`src/rtl/sramc_pkg.sv`:
```
package sramc_pkg;

    typedef enum logic [2:0] {
        ST_IDLE      = 3'd0,
        ST_RD_ACCESS = 3'd1,
        ST_RD_TURN   = 3'd2,
        ST_WR_SETUP  = 3'd3,
        ST_WR_PULSE  = 3'd4,
        ST_WR_HOLD   = 3'd5
    } sram_state_e;

    function automatic int unsigned larger_of(input int unsigned a, input int unsigned b);
        return (a > b) ? a : b;
    endfunction

endpackage

```
`src/rtl/sramc_phase_timer.sv`:
```
module sramc_phase_timer #(
    parameter int CNT_W = 2
) (
    input  logic             clk,
    input  logic             rst_n,
    input  logic             load,
    input  logic [CNT_W-1:0] load_val,
    output logic             last
);

    logic [CNT_W-1:0] cnt_q;

    always_ff @(posedge clk or negedge rst_n) begin
        if (!rst_n) begin
            cnt_q <= '0;
        end else if (load) begin
            cnt_q <= load_val;
        end else if (cnt_q != '0) begin
            cnt_q <= cnt_q - 1'b1;
        end
    end

    assign last = (cnt_q == '0);

endmodule

```
`src/rtl/sramc_fsm.sv`:
```
module sramc_fsm
    import sramc_pkg::*;
#(
    parameter int CNT_W      = 2,
    parameter int LEN_ACCESS = 2,
    parameter int LEN_TURN   = 1,
    parameter int LEN_PULSE  = 2,
    parameter int LEN_HOLD   = 1
) (
    input  logic             clk,
    input  logic             rst_n,
    input  logic             req_valid,
    input  logic             req_write,
    input  logic             phase_last,
    output logic             load,
    output logic [CNT_W-1:0] load_val,
    output logic             accept,
    output logic             capture,
    output logic             ready,
    output logic             done,
    output logic             cs_n,
    output logic             cs,
    output logic             we_n,
    output logic             oe_n,
    output logic             drive
);

    localparam logic [CNT_W-1:0] LV_ACCESS = CNT_W'(LEN_ACCESS - 1);
    localparam logic [CNT_W-1:0] LV_TURN   = CNT_W'(LEN_TURN - 1);
    localparam logic [CNT_W-1:0] LV_PULSE  = CNT_W'(LEN_PULSE - 1);
    localparam logic [CNT_W-1:0] LV_HOLD   = CNT_W'(LEN_HOLD - 1);

    sram_state_e state_q, state_n;

    // next-state logic
    always_comb begin
        state_n = state_q;
        unique case (state_q)
            ST_IDLE:      if (req_valid) state_n = req_write ? ST_WR_SETUP : ST_RD_ACCESS;
            ST_RD_ACCESS: if (phase_last) state_n = ST_RD_TURN;
            ST_RD_TURN:   if (phase_last) state_n = ST_IDLE;
            ST_WR_SETUP:  if (phase_last) state_n = ST_WR_PULSE;
            ST_WR_PULSE:  if (phase_last) state_n = ST_WR_HOLD;
            ST_WR_HOLD:   if (phase_last) state_n = ST_IDLE;
            default:      state_n = ST_IDLE;
        endcase
    end

    // phase length of the state about to be entered
    always_comb begin
        load_val = '0;
        unique case (state_n)
            ST_RD_ACCESS: load_val = LV_ACCESS;
            ST_RD_TURN:   load_val = LV_TURN;
            ST_WR_PULSE:  load_val = LV_PULSE;
            ST_WR_HOLD:   load_val = LV_HOLD;
            default:      load_val = '0;
        endcase
    end

    assign load    = (state_n != state_q);
    assign accept  = (state_q == ST_IDLE) && req_valid;
    assign capture = (state_q == ST_RD_ACCESS) && phase_last;
    assign ready   = (state_q == ST_IDLE);

    // state register
    always_ff @(posedge clk or negedge rst_n) begin
        if (!rst_n) begin
            state_q <= ST_IDLE;
        end else begin
            state_q <= state_n;
        end
    end

    // registered strobes, decoded from the state being entered
    always_ff @(posedge clk or negedge rst_n) begin
        if (!rst_n) begin
            cs_n  <= 1'b1;
            cs    <= 1'b0;
            we_n  <= 1'b1;
            oe_n  <= 1'b1;
            drive <= 1'b0;
            done  <= 1'b0;
        end else begin
            cs_n  <= !(state_n inside {ST_RD_ACCESS, ST_WR_SETUP, ST_WR_PULSE, ST_WR_HOLD});
            cs    <=  (state_n inside {ST_RD_ACCESS, ST_WR_SETUP, ST_WR_PULSE, ST_WR_HOLD});
            we_n  <= !(state_n == ST_WR_PULSE);
            oe_n  <= !(state_n == ST_RD_ACCESS);
            drive <=  (state_n inside {ST_WR_SETUP, ST_WR_PULSE, ST_WR_HOLD});
            done  <=  (state_q != ST_IDLE) && (state_n == ST_IDLE);
        end
    end

    AST_OE_WE_EXCL: assert property (@(posedge clk) disable iff (!rst_n)
        !(!we_n && !oe_n));
    AST_NO_DRIVE_ON_READ: assert property (@(posedge clk) disable iff (!rst_n)
        !(drive && !oe_n));
    AST_WE_SELECTED: assert property (@(posedge clk) disable iff (!rst_n)
        !we_n |-> (!cs_n && cs && drive));
    AST_DONE_PULSE: assert property (@(posedge clk) disable iff (!rst_n)
        done |=> !done);
    AST_BUSY_AFTER_ACCEPT: assert property (@(posedge clk) disable iff (!rst_n)
        accept |=> !ready);
    AST_STANDBY_ON_DONE: assert property (@(posedge clk) disable iff (!rst_n)
        done |-> (cs_n && !cs));

endmodule

```
`src/rtl/sramc_datapath.sv`:
```
module sramc_datapath #(
    parameter int ADDR_W = 13,
    parameter int DATA_W = 8
) (
    input  logic              clk,
    input  logic              rst_n,
    input  logic              accept,
    input  logic [ADDR_W-1:0] req_addr,
    input  logic [DATA_W-1:0] req_wdata,
    input  logic              capture,
    input  logic [DATA_W-1:0] mem_din,
    output logic [ADDR_W-1:0] mem_addr,
    output logic [DATA_W-1:0] mem_dout,
    output logic [DATA_W-1:0] rsp_rdata
);

    always_ff @(posedge clk or negedge rst_n) begin
        if (!rst_n) begin
            mem_addr <= '0;
            mem_dout <= '0;
        end else if (accept) begin
            mem_addr <= req_addr;
            mem_dout <= req_wdata;
        end
    end

    always_ff @(posedge clk or negedge rst_n) begin
        if (!rst_n) begin
            rsp_rdata <= '0;
        end else if (capture) begin
            rsp_rdata <= mem_din;
        end
    end

endmodule

```
`src/rtl/sramc_ctrl.sv`:
```
module sramc_ctrl
    import sramc_pkg::*;
#(
    parameter int ADDR_W     = 13,
    parameter int DATA_W     = 8,
    parameter int CYC_ACCESS = 2,
    parameter int CYC_WP     = 2,
    parameter int CYC_DW     = 1,
    parameter int CYC_HOLD   = 1,
    parameter int CYC_TURN   = 1
) (
    input  logic              clk,
    input  logic              rst_n,
    input  logic              req_valid,
    output logic              req_ready,
    input  logic              req_write,
    input  logic [ADDR_W-1:0] req_addr,
    input  logic [DATA_W-1:0] req_wdata,
    output logic              rsp_done,
    output logic [DATA_W-1:0] rsp_rdata,
    output logic [ADDR_W-1:0] mem_addr,
    output logic              mem_cs_n,
    output logic              mem_cs,
    output logic              mem_we_n,
    output logic              mem_oe_n,
    output logic [DATA_W-1:0] mem_dout,
    input  logic [DATA_W-1:0] mem_din,
    output logic              mem_drive
);

    localparam int LEN_PULSE = int'(larger_of(CYC_WP, CYC_DW));
    localparam int MAX_LEN   = int'(larger_of(larger_of(CYC_ACCESS, CYC_TURN),
                                              larger_of(LEN_PULSE, CYC_HOLD)));
    localparam int CNT_W     = $clog2(MAX_LEN + 1);

    logic             load, phase_last, accept, capture;
    logic [CNT_W-1:0] load_val;

    sramc_phase_timer #(.CNT_W(CNT_W)) u_timer (
        .clk      (clk),
        .rst_n    (rst_n),
        .load     (load),
        .load_val (load_val),
        .last     (phase_last)
    );

    sramc_fsm #(
        .CNT_W      (CNT_W),
        .LEN_ACCESS (CYC_ACCESS),
        .LEN_TURN   (CYC_TURN),
        .LEN_PULSE  (LEN_PULSE),
        .LEN_HOLD   (CYC_HOLD)
    ) u_fsm (
        .clk        (clk),
        .rst_n      (rst_n),
        .req_valid  (req_valid),
        .req_write  (req_write),
        .phase_last (phase_last),
        .load       (load),
        .load_val   (load_val),
        .accept     (accept),
        .capture    (capture),
        .ready      (req_ready),
        .done       (rsp_done),
        .cs_n       (mem_cs_n),
        .cs         (mem_cs),
        .we_n       (mem_we_n),
        .oe_n       (mem_oe_n),
        .drive      (mem_drive)
    );

    sramc_datapath #(.ADDR_W(ADDR_W), .DATA_W(DATA_W)) u_dp (
        .clk       (clk),
        .rst_n     (rst_n),
        .accept    (accept),
        .req_addr  (req_addr),
        .req_wdata (req_wdata),
        .capture   (capture),
        .mem_din   (mem_din),
        .mem_addr  (mem_addr),
        .mem_dout  (mem_dout),
        .rsp_rdata (rsp_rdata)
    );

    AST_ADDR_STABLE: assert property (@(posedge clk) disable iff (!rst_n)
        (mem_cs && $past(mem_cs)) |-> $stable(mem_addr));
    AST_WDATA_STABLE: assert property (@(posedge clk) disable iff (!rst_n)
        (!mem_we_n && !$past(mem_we_n)) |-> $stable(mem_dout));
    AST_RDATA_HELD: assert property (@(posedge clk) disable iff (!rst_n)
        !capture |=> $stable(rsp_rdata));

endmodule

```
`config.mk`:
```
export PLATFORM = sky130hd
export DESIGN_NAME = sramc_ctrl
export DESIGN_NICKNAME = d
export VERILOG_FILES = /design/src/rtl/sramc_pkg.sv /design/src/rtl/sramc_phase_timer.sv /design/src/rtl/sramc_fsm.sv /design/src/rtl/sramc_datapath.sv /design/src/rtl/sramc_ctrl.sv
export SDC_FILE = /design/constraint.sdc
export NUM_CORES = 1
export LEC_CHECK = 0
export ABC_AREA = 1
export BUFFER_PORTS_ARGS = -buffer_cell sky130_fd_sc_hd__buf_2
export CAP_MARGIN = 25
export CORE_UTILIZATION = 32
export CTS_BUF_LIST = sky130_fd_sc_hd__clkbuf_4
export CTS_CLUSTER_DIAMETER = 50
export CTS_CLUSTER_SIZE = 14
export DETAILED_ROUTE_END_ITERATION = 8
export GPL_TIMING_DRIVEN = 0
export PLACE_DENSITY_LB_ADDON = 0.05
export SYNTH_ARGS = -nofsm -noshare
export SYNTH_HDL_FRONTEND = slang
export SYNTH_HIERARCHICAL = 1
export SYNTH_SLANG_ARGS = --single-unit
```
`constraint.sdc`:
```
create_clock -name clk -period 2.4 [get_ports clk]
set_input_delay 0.24 -clock clk [delete_from_list [all_inputs] [get_ports clk]]
set_output_delay 0.24 -clock clk [all_outputs]
set_load 0.005 [all_outputs]
```
# After elaboration in Yosys (flattened, before gate mapping)
# Index checks and enable logic that the tools add are counted.
# word_totals
reg_bits,40
in_bits,33
output_inout_bits,36
elab_cells,48
# classes
addsub,1
n_eq_ne,10
mux,10
reduce_logical,16
# ops
operator,count
two-way mux 3 bit,5
case mux 3 bit (5 select lines),1
equality test 3 bit (second input constant),4
equality test 3 x 2 -> 1 bit (second input constant),3
equality test 3 x 1 -> 1 bit (second input constant),2
zero test 3 bit,2
two-way mux 2 bit,3
nonzero test 3 bit,2
nonzero test 2 bit,2
nonzero test 4 bit,1
OR reduction 2 bit,2
logical AND 1 bit,3
zero test 1 bit,3
inequality test 3 bit,1
zero test 2 bit,1
subtractor 2 x 1 -> 2 bit (second input constant),1
two-way mux 1 bit,1

# Longest topological paths before layout
# Gate-level depths: netlist of run 1.
# logic_depth
word_depth,7
mapped_depth,13

# Modules after synthesis
# The synthesis of run 1 kept the hierarchy.
# by_module_without_submodules
module,instances,cells_each,area_per_inst_um2,seq_area_each_um2
sramc_datapath,1,123,1108.6,725.7
sramc_fsm,1,58,500.5,229.0
sramc_phase_timer,1,17,120.1,50.0

# Least setup slack after synthesis of run 1
# Ideal clock, no wire load.
# synth_timing
path_kind,flip-flop to flip-flop
startpoint,reg u_timer.cnt_q[0]
endpoint,reg u_timer.cnt_q[0]
setup_ps,117
arrival_time_ps,1458
t_required_ps,2283
slack_ps,825
path_stages_with_launch,13
n_path_buf,0
synth_period_minus_slack_ps,1575
cell_sequence,dfrtp_1 inv_1 ha_1 nand2_2 inv_1 nand2_2 nand3_1 nand2_1 nand3_1 inv_1 nand2_1 nand2_1 nand2_1
# synth_between
word_cells_on_any_way,16
# synth_rtl
item,line,source
start: declaration,sramc_phase_timer.sv:11,logic [CNT_W-1:0] cnt_q;
start signal: assignment,sramc_phase_timer.sv:17,cnt_q <= load_val;
start signal: assignment,sramc_phase_timer.sv:19,cnt_q <= cnt_q - 1'b1;
zero test 2 bit (*),sramc_phase_timer.sv:23,assign last = (cnt_q == '0);
via phase_last,sramc_ctrl.sv:36,"logic load, phase_last, accept, capture;"
"two-way mux 3 bit, on equally long branches",-,
case mux 3 bit (5 select lines) (*),sramc_fsm.sv:38,unique case (state_q)
via u_fsm.state_n[1],sramc_fsm.sv:33,"sram_state_e state_q, state_n;"
inequality test 3 bit (*),sramc_fsm.sv:61,assign load = (state_n != state_q);
via load,sramc_ctrl.sv:36,
two-way mux 2 bit or nonzero test 2 bit (tied branches),-,
# The timed path passes the listed nets; every way through them passes the cells marked *. The select of a mux whose other input is x is not followed.
# A chain may end at the register's enable or synchronous reset.

# Final worst setup path of run 1
# Ends and elaborated chain as after synthesis.

==> run metrics, run 1 <==
Final #Nets=307; Worst EP required=roughly 2.6 ns; r2r setup slk=0.58 ns; PD cells=1290 nW/um^2; clock power share=0.117; post-cts hold buffer count=0; crit path launch type=register; Setup TNS=0 ns; VDD IR-drop max=roughly 0.36 mV; cts bufs inserted=5; final worst setup slack=0.585 ns; FFs w/ async S/R, synth=1.00; DRC Markers=0; final hold viol count=0; Crit. End Element=register; wire length on met2=1.73 mm; CTS root buf=clkbuf_4; CTS tree=built; Final Non-Filler Cells=between 300 and 400; Die X=75.5 um; Tightest Pin Transition=0.887 ns; first-pass GRT wire length=5.60 mm; dpl ws=0.597 ns; commonest non-fill, non-tap cell in the layout=nand2_1; initial antenna violation count=0; WS Path Type=reg2reg; relative slew slack=0.409; max layer used=met4; Setup Buffers After CTS=0; most frequent cells in the layout=nand2_1, buf_2, dfrtp_1, inv_1, nand3_1; outcome=complete, no violations; number of cell rows=26; Core Box Area=about 5000 um^2; Die Ht=75.5 um; mux contribution to synthesized area=0; I/O pins=69; P_int=0.00169 W; FMAX=0.551 GHz; proportion of layout cells with a drive suffix above 1=0.366; synth warn=6; number of synthesized flops with an enable pin=0; Avg Cell Area, Syn=8.73 um^2; fin. max-slew vios=0; met3 WL=~230 um; Syn Inst Count=198; Gate power share=0.473; area grow syn2layout=27.6%; post-synthesis sequential area ratio=0.581; wire per inst=10.6 um; Primary FF master, synth=dfrtp_1; Placer Congestion=0.764; Num Clock Sinks=40; Min-Delay Path Class=in2async; largest net degree at the start of global routing=41; Worst-Skew Late Latency=0.34 ns; R2R Path End=u_timer/cnt_q[0]$_DFFE_PN0P_; 1st-iter DRT viols=35; synthesized net count=232; vias=~1400; Sw Ratio=0.405; post-synthesis simple-gate area fraction=0.323; metal1 wirelength=1.65 mm; arrival time worst endpoint=2.05 ns; Starting Density=0.336; crit-path max FO=7; Pre-antenna DRT Iters=4; FF-to-FF Start=u_timer/cnt_q[0]$_DFFE_PN0P_; fin crit period=1.82 ns; GRT overflow=0; Switching Power=0.00115 W; IO Port Bufs=68; Flop pwr share=0.411; RSZ-0062 raised after global routing=no; full die area=5700 um^2; Final ANT Viol Nets=0; fill cell count=562; final core occ=0.429; leakage power=about 1.3 nW; vias per inst=4.17; XOR/XNOR Fraction of Synth Area=0; final setup violation count=0; Yosys cell types=20; flops & latches, synth=40; Clock Skews=between 0.003 and 0.004 ns; crit share post-route=0.756; CTS Buffer Depth=2; Synth Area in Adders=0.00724; vias in the first global route=1248; post_cts resized=0; ANT cells=0; main combinational cell family by area after synthesis=simple AND/OR/NAND/NOR gates; dpl cells=~340; H-tree Lvls=2; WL final=3.64 mm; compound-gate portion of the synthesized area=0.0210; Max Cap Violations=0; Clock Pin Slew Worst Setup and Hold Paths=approximately 0.11 ns; HPWL after DPL=2.60 mm; Cell Area, Synth=roughly 1700 um^2; worst reg2reg path depth=12; GRT Util Overall=0.133
## cells by family (layout without fill, tap and decap cells)
logic type | count (synthesis) | in the layout
AND/OR/NAND/NOR | 130 | 130
flip-flops | 40 | 40
buffers and inverters | 21 | 96
AO/OA/AOI/OAI | 5 | 5
adder cells (fa/ha/maj) | 1 | 1
other | 1 | 1
## registers in the layout, indices dropped and copies added (netlist names), 2 cells and up
register / cells
u_dp/mem_dout: 8
u_dp/rsp_rdata: 8
u_timer/cnt_q: 2
u_fsm/state_q: 3
u_dp/mem_addr: 13
## routing by layer
layer	GRT usage	up-vias
met2	0.218	41
li1	-	747
met1	0.163	637
met5	0	-
met3	0.0476	4
met4	0.0494	0
## worst max-delay path, cell delays in order (launching register included)
cell and delay, ns:
dfrtp_1 0.38, inv_1 0.05, ha_1 0.28, nand2_2 0.17, inv_1 0.07, nand2_2 0.10, nand3_1 0.13, nand2_1 0.09
nand3_1 0.14, inv_1 0.12, nand2_1 0.07, nand2_1 0.07, nand2_1 0.05
## cell type report
class | instances | area, um^2 | share of cell area
multi-input cells | 137 | 612 | 0.277
inverters | 15 | 56.3 | 0.0255
repair buffers | 68 | 340 | 0.154
well taps | 70 | 87.6 | 0.0397
clock buffers | 6 | 45.0 | 0.0204
clock inverters | 1 | 5.00 | 0.00227
plain buffers | 6 | 56.3 | 0.0255
flip-flops and latches | 40 | 1000 | 0.455
## power groups by stage
stage	Combinational, W	Sequential, W	Clock (W)
2_1_floorplan	0.000840	0.00121	0
3_3_place_gp	0.00137	0.00118	0
3_5_place_dp	0.00137	0.00118	0
4_1_cts	0.00138	0.00117	0.000352
5_1_grt	0.00156	0.00122	0.000382
6_report	0.00135	0.00117	0.000332
## how the worst max path moves through the flow
stage          depth (start not counted)                    startpoint  slack, ns                           end
6_report                              12  u_timer/cnt_q[0]$_DFFE_PN0P_       0.58  u_timer/cnt_q[0]$_DFFE_PN0P_
3_5_place_dp                          12  u_timer/cnt_q[0]$_DFFE_PN0P_       0.60  u_timer/cnt_q[1]$_DFFE_PN0P_
4_1_cts                               12  u_timer/cnt_q[0]$_DFFE_PN0P_       0.58  u_timer/cnt_q[0]$_DFFE_PN0P_
5_1_grt                               12  u_timer/cnt_q[1]$_DFFE_PN0P_       0.38  u_timer/cnt_q[0]$_DFFE_PN0P_
3_3_place_gp                          12  u_timer/cnt_q[0]$_DFFE_PN0P_       0.57  u_timer/cnt_q[1]$_DFFE_PN0P_
2_1_floorplan                         12  u_timer/cnt_q[0]$_DFFE_PN0P_       0.82  u_timer/cnt_q[0]$_DFFE_PN0P_
## Yosys cell counts (3+ instances only)
| cell type | count | area [um^2] |
|---|---|---|
| nand3_1 | 7 | 35.0 |
| buf_6 | 3 | 33.8 |
| nand3_2 | 3 | 30.0 |
| dfrtp_1 | 37 | 926 |
| nor2_1 | 6 | 22.5 |
| nand2_2 | 6 | 37.5 |
| dfstp_2 | 3 | 78.8 |
| buf_4 | 3 | 22.5 |
| nand2_1 | 101 | 379 |
| inv_1 | 13 | 48.8 |
## per-stage QoR
step / cell area [um^2] / hold slack, ns / total power (W)
floorplan: 1730 / -0.0556 / 0.00205
global placement: 2160 / 0.427 / 0.00255
detailed placement: 2160 / 0.427 / 0.00256
CTS: 2210 / 0.0369 / 0.00290
global route: 2210 / 0.0665 / 0.00316
finish: 2210 / 0.0129 / 0.00285
Note: power is estimated with default switching activity, not from simulation.
==> inputs of run 2 (changes only) <==
==> constraint.sdc (replaced) <==
create_clock -name clk -period 1.6 [get_ports clk]
set_input_delay 0.16 -clock clk [delete_from_list [all_inputs] [get_ports clk]]
set_output_delay 0.16 -clock clk [all_outputs]
set_load 0.005 [all_outputs]
==> run 2 against run 1 <==
Sequential power rose by 51%. First-iteration DRC count rose by 20%. Sequential cell count is the same. Via count grew 6.6%. Utilization up 5.2 points. Global-route usage rose by 0.56 points. Final cell count up 7.0%. Routed wire length increased by 9.3%. Final area up 12%. Highest routed layer unchanged.
==> run metrics, run 2 (synthesis results as in run 1) <==
final setup violation count=0 (unchanged); wire per inst=10.8 um (+2.2%); vias per inst=4.15 (-0.39%); fin. max-slew vios=0 (unchanged); Clock Pin Slew Worst Setup and Hold Paths=0.11 ns (about the same); Max Cap Violations=0 (unchanged); vias in the first global route=1312 (+5.1%); relative slew slack=0.399 (-0.00936); Setup TNS=0 ns (unchanged); Largest Register=u_dp/mem_addr; cts bufs inserted=5 (unchanged); IO Port Bufs=68 (unchanged); Pre-antenna DRT Iters=4 (unchanged); proportion of layout cells with a drive suffix above 1=0.394 (+0.0276); number of cell rows=26 (unchanged); Final ANT Viol Nets=0 (unchanged); GRT overflow=0 (unchanged); crit share post-route=0.972 (+0.216); GRT Util Overall=0.139 (+0.00564); Min-Delay Path Class=in2reg; DRC Markers=0 (unchanged); commonest non-fill, non-tap cell in the layout=nand2_1; Die Ht=75.5 um (unchanged); Die X=75.5 um (unchanged); outcome=complete, no violations; RSZ-0062 raised after global routing=yes; most frequent cells in the layout=nand2_1, buf_2, dfrtp_1, dlygate4sd3_1; HPWL after DPL=2.60 mm (unchanged); crit path launch type=register; PD cells=1870 nW/um^2 (+45%); final hold viol count=0 (unchanged); arrival time worst endpoint=1.80 ns (-0.25 ns); initial antenna violation count=0 (unchanged); full die area=5700 um^2 (unchanged); Worst-Skew Late Latency=0.34 ns (about the same); crit-path max FO=5 (-2); Clock Skews=0.00427 ns (+0.000488 ns); FMAX=0.643 GHz (+17%); Final #Nets=331 (+7.8%); crit path from=u_timer/cnt_q[0]$_DFFE_PN0P_; Tightest Pin Transition=0.901 ns (+0.0140 ns); Power Total=0.00461 W (+62%); area grow syn2layout=43.1%; hold path start=req_wdata[7]; FF-to-FF Start=u_timer/cnt_q[0]$_DFFE_PN0P_; biggest registers after layout=u_dp/mem_addr: 13 flops, u_dp/mem_dout: 8 flops, u_dp/rsp_rdata: 8 flops; Num Clock Sinks=40 (unchanged); Worst EP required=1.85 ns (-0.79 ns); vias=1523 (+6.6%); ANT cells=0 (unchanged); WL final=3.98 mm (+9.3%); first-pass GRT wire length=5.82 mm (+3.9%); Crit. End Element=register; H-tree Lvls=2 (unchanged); largest net degree at the start of global routing=41 (unchanged); Core Box Area=5140 um^2 (unchanged); WS Path Type=reg2reg; Starting Density=0.336 (unchanged); 1st-iter DRT viols=42 (+20%); VDD IR-drop max=0.588 mV (+63%); CTS Buffer Depth=2 (unchanged); CTS tree=built; Placer Congestion=0.764 (unchanged); I/O pins=69 (unchanged); max reg flops=13 (unchanged); CTS root buf=clkbuf_4; fin crit period=1.56 ns (-0.260 ns); final core occ=0.481 (+0.0519); leakage power=1.42 nW (+8.9%)
-- run 2: changes by cell type in the layout (fill, tap and decap cells not counted), moves of 3 or more --
cell / change
buf_4: +7
inv_2: +3
inv_1: -3
dlygate4sd3_1: +17
-- run 2: repair_timing --
item,CTS,global route
resized for setup,4,10
setup endpoints to repair,10,3
hold endpoints to repair,49,4
gates cloned,0,0
hold buffers,13,4
pin swaps,2,6
setup buffers,3,4
-- run 2: critical path, cell delays in order, from the launching register on --
cell and delay (ns):
dfrtp_1 0.40, inv_2 0.06, ha_4 0.18, nand3b_1 0.21, buf_4 0.18, nand2_4 0.06
nor2_4 0.03, nand3_2 0.06, nand2_2 0.05, nand2_1 0.05, o21ai_1 0.05, nand2_1 0.06
nand2_1 0.05
-- run 2: final timing paths --
check	slack, ns	endpoint	cells past startpoint
max	0.04	u_timer/cnt_q[0]$_DFFE_PN0P_	12
min	0.007	u_dp/mem_dout[7]$_DFFE_PN0P_	3
max reg2reg	0.04	u_timer/cnt_q[0]$_DFFE_PN0P_	12
min reg2reg	0.48	u_dp/mem_dout[7]$_DFFE_PN0P_	2
max in group asynchronous	0.51	u_fsm/state_q[1]$_DFF_PN0_	2
min in group asynchronous	0.47	u_timer/cnt_q[0]$_DFFE_PN0P_	2
-- run 2: area by class of cell --
class | instances | area [um^2]
plain buffers | 6 | 56.3
fillers | 541 | 2670
inverters | 15 | 56.3
multi-input cells | 137 | 654
clock inverters | 1 | 5.00
well taps | 70 | 87.6
flip-flops and latches | 40 | 1010
clock buffers | 6 | 45.0
repair buffers | 92 | 563
-- run 2: where the power goes --
part           internal [W]  total [W]  switching (W)
logic               0.00106    0.00234        0.00128
registers           0.00151    0.00177       0.000254
clock network      0.000179   0.000502       0.000323
total               0.00275    0.00461        0.00186
-- run 2: per-layer routing --
| metal | vias to the layer above | global-route usage | share of wire |
|---|---|---|---|
| met2 | 41 | 0.234 | 0.48 |
| met4 | 0 | 0.0494 | 0.014 |
| met5 | - | 0 | 0 |
| li1 | 795 | - | - |
| met3 | 7 | 0.0476 | 0.054 |
| met1 | 680 | 0.166 | 0.45 |
-- run 2: stage by stage --
step | instances | area, um^2 | hold WS (ns) | worst slack (ns)
floorplan | 198 | 1730 | -0.136 | 0.0250
global placement | 336 | 2160 | 0.347 | -0.233
detailed placement | 336 | 2160 | 0.347 | -0.203
CTS | 359 | 2380 | 0.00110 | 0.00597
global route | 367 | 2470 | -0.00778 | -0.0494
finish | 367 | 2470 | 0.00685 | 0.0447
==> inputs of run 3 (changes only) <==
--- a/config.mk
+++ b/config.mk
@@ -8,6 +8,7 @@
 export ABC_AREA = 1
 export BUFFER_PORTS_ARGS = -buffer_cell sky130_fd_sc_hd__buf_2
 export CAP_MARGIN = 25
+export CORE_MARGIN = 2
 export CORE_UTILIZATION = 32
 export CTS_BUF_LIST = sky130_fd_sc_hd__clkbuf_4
 export CTS_CLUSTER_DIAMETER = 50
@@ -17,5 +18,4 @@
 export PLACE_DENSITY_LB_ADDON = 0.05
 export SYNTH_ARGS = -nofsm -noshare
 export SYNTH_HDL_FRONTEND = slang
-export SYNTH_HIERARCHICAL = 1
 export SYNTH_SLANG_ARGS = --single-unit
==> run 3 against run 2 <==
Register-to-register slack improved by 0.07 ns. Critical path depth decreased by 1. First-iteration DRC count rose by 33%. Combinational power is 13% lower. Synthesized cell count fell by 16%. Via count decreased by 8.7%. Setup slack better by 0.068 ns. Sequential share of layout area up 1.9 points. Count of clock-buffer cells in the layout up 1.
==> run metrics, run 3 <==
outcome=complete, no violations; max reg flops=13 (unchanged); Switching Power=0.00164 W (-12%); leakage power=1.28 nW (-9.5%); number of cell rows=26 (unchanged); Die Ht=76.3 um (+1.0%); initial antenna violation count=0 (unchanged); Flop pwr share=0.409 (+0.026); Avg Cell Area, Syn=10.0 um^2 (+15%); dominant cell type by area after synthesis=dfrtp_1; Cell Area, Synth=1670 um^2 (-3.3%); GRT overflow=0 (unchanged); cts bufs inserted=5 (unchanged); area grow syn2layout=41.5%; Final #Nets=296 (-11%); fill cell count=510 (-5.7%); Cell Chain, Critical Path=inv_1, ha_1, buf_6, inv_1, nand3_1, nand2_4, nor2_4, nand2_1, nand2_2, nand2_1, nand2_1; Clock Skews=0.0101 ns (+0.00584 ns); VDD IR-drop max=0.764 mV (+30%); worst reg2reg path depth=11 (-1); Power Total=0.00431 W (-6.6%); Gate power share=0.472 (-0.036); number of synthesized flops with an enable pin=0 (unchanged); Largest Register=u_dp.mem_addr; most frequent cells in the layout=nand2_1, buf_2, dfrtp_1, dlygate4sd3_1, inv_1; Max Cap Violations=0 (unchanged); CTS tree=built; DRC Markers=0 (unchanged); Pre-antenna DRT Iters=3 (-1); GRT Util Overall=0.134 (-0.00555); WS Path Type=reg2reg; Synth top area share=0.554 (+0.0184); Final ANT Viol Nets=0 (unchanged); Final Non-Filler Cells=333 (-9.3%); WL final=3.58 mm (-10%); crit-path max FO=7 (+2); Tightest Pin Transition=0.876 ns (-0.0252 ns); cell count along the critical path=11 (-1); synthesized net count=201 (-13%); synth warn=0 (-6); Placer Congestion=0.739 (-3.3%); 1st-iter DRT viols=56 (+33%); H-tree Lvls=2 (unchanged); dpl cells=305 (-9.2%); Min-Delay Path Class=in2reg; largest net degree at the start of global routing=41 (unchanged); ANT cells=0 (unchanged); Crit path max-delay family=simple AND/OR/NAND/NOR gates; Syn Inst Count=167 (-16%); first-pass GRT wire length=6.19 mm (+6.4%); Num Clock Sinks=40 (unchanged); CTS Buffer Depth=2 (unchanged); post-synthesis sequential area ratio=0.601 (+0.0200); full die area=5820 um^2 (+2.0%); Min Hold Slack=0.0217 ns (+0.0149 ns); crit share post-route=0.930 (-0.0422); P_int=0.00267 W (-3.2%); Yosys cell types=23 (+15%); Hold Path Cell Cnt=3 (unchanged); clock power share=0.119 (+0.010); Worst EP required=1.89 ns (+0.04 ns); slowest CP cell=dfrtp_1; FMAX=0.672 GHz (+4.5%); final setup violation count=0 (unchanged); fin. max-slew vios=0 (unchanged); Setup TNS=0 ns (unchanged); vias per inst=4.17 (+0.59%); Largest stage delay, worst path=0.41 ns (about the same); crit path buf inv count=3 (+1); most frequent CP cell=nand2_1; wire per inst=10.7 um (-0.92%); flops & latches, synth=40 (unchanged); PD cells=1820 nW/um^2 (-2.3%); IO Port Bufs=68 (unchanged); Worst-Skew Late Latency=0.34 ns (about the same); final hold viol count=0 (unchanged); FFs w/ async S/R, synth=1.00 (unchanged); Sw Ratio=0.381 (-0.0217); crit path launch type=register; top post-synthesis cells by area=dfrtp_1, nand2_1, mux2_2; HPWL after DPL=2.37 mm (-8.8%); Die X=76.3 um (+1.0%); most common cell in the netlist=nand2_1; Clock Pin Slew Worst Setup and Hold Paths=0.12 ns (about the same); commonest non-fill, non-tap cell in the layout=nand2_1; Core Box Area=5070 um^2 (-1.3%); vias in the first global route=1342 (+2.3%); Primary FF master, synth=dfrtp_1; Starting Density=0.329 (-0.00703); final core occ=0.466 (-0.0153); Crit. End Element=register; biggest registers after layout=u_dp.mem_addr: 13 flops, u_dp.mem_dout: 8 flops, u_dp.rsp_rdata: 8 flops; vias=1390 (-8.7%); Post-synth top cells=nand2_1, dfrtp_1, inv_1, mux2_2, nor2_1; arrival time worst endpoint=1.78 ns (-0.02 ns); CTS root buf=clkbuf_4; I/O pins=69 (unchanged); fin crit period=1.49 ns (-0.0675 ns); proportion of layout cells with a drive suffix above 1=0.430 (+0.0357); relative slew slack=0.416 (+0.0168)
[run 3: cell count changes after synthesis, sizes merged]
| cell | delta |
|---|---|
| inv | -2 |
| buf | -1 |
| nor4 | +1 |
| mux2 | +8 |
| nand4 | -1 |
| nor2 | -1 |
| nand3b | -1 |
| xnor2 | +1 |
| o21ai | -1 |
| nand3 | -2 |
| nand2 | -31 |
| conb | -1 |
[run 3: kinds of logic after synthesis]
logic type,after synthesis,synth area share
and+or+nand+nor,95,0.265
adders and majority gates,1,0.00748
xor gates and xnor gates,1,0.00524
DFF,40,0.601
muxes,8,0.0539
buffers and inverters,18,0.0487
AOI/OAI and AO/OA,4,0.0187
[run 3: final cells by class]
cell class	count	area, um^2	share of cell area
buffer	5	36.3	0.0153
clock buffer	7	52.6	0.0222
clock inverter	1	3.75	0.00159
inverter	13	48.8	0.0206
multi-input combinational	109	593	0.251
sequential	40	1010	0.426
tap	70	87.6	0.0370
timing repair buffer	88	536	0.226
[run 3: per-layer routing]
metal | global-route usage | share of wire | vias to the layer above
met1 | 0.173 | 0.47 | 628
met4 | 0.0509 | 0.0059 | 0
met5 | 0 | 0 | -
li1 | - | - | 709
met3 | 0.0498 | 0.070 | 2
met2 | 0.204 | 0.46 | 51
[run 3: power groups by stage]
stage	registers [W]	clock network [W]	logic [W]
6_report	0.00176	0.000514	0.00203
4_1_cts	0.00176	0.000552	0.00201
3_5_place_dp	0.00177	0	0.00198
3_3_place_gp	0.00178	0	0.00197
2_1_floorplan	0.00182	0	0.00120
5_1_grt	0.00183	0.000596	0.00233
[run 3: stage by stage]
| stage | setup WS [ns] | cell area (um^2) |
|---|---|---|
| final | 0.112 | 2360 |
| after global routing | -0.00180 | 2360 |
| after CTS | 0.0345 | 2340 |
| after detailed placement | 0.0598 | 2100 |
| after global placement | 0.0648 | 2100 |
| after floorplan | 0.199 | 1670 |
[run 3: tightest hold or removal path, stage by stage]
cell and delay, ns:
buf_2 0.08, nand2_1 0.04, nand2_1 0.04
[run 3: final timing paths]
path | from | to | slack, ns
max | u_timer.cnt_q[0]$_DFFE_PN0P_ | u_timer.cnt_q[0]$_DFFE_PN0P_ | 0.11
min | req_addr[7] | u_dp.mem_addr[7]$_DFFE_PN0P_ | 0.02
max reg2reg | u_timer.cnt_q[0]$_DFFE_PN0P_ | u_timer.cnt_q[0]$_DFFE_PN0P_ | 0.11
min reg2reg | u_dp.mem_addr[11]$_DFFE_PN0P_ | u_dp.mem_addr[11]$_DFFE_PN0P_ | 0.48
max in group asynchronous | rst_n | u_fsm.state_q[1]$_DFF_PN0_ | 0.53
min in group asynchronous | rst_n | u_dp.rsp_rdata[7]$_DFFE_PN0P_ | 0.47
[run 3: timing repair]
action	in CTS	in global routing
endpoints found under the setup margin	0	3
hold buffers	18	0
setup buffers	0	2
gates resized for setup	0	5
hold endpoints to repair	54	0
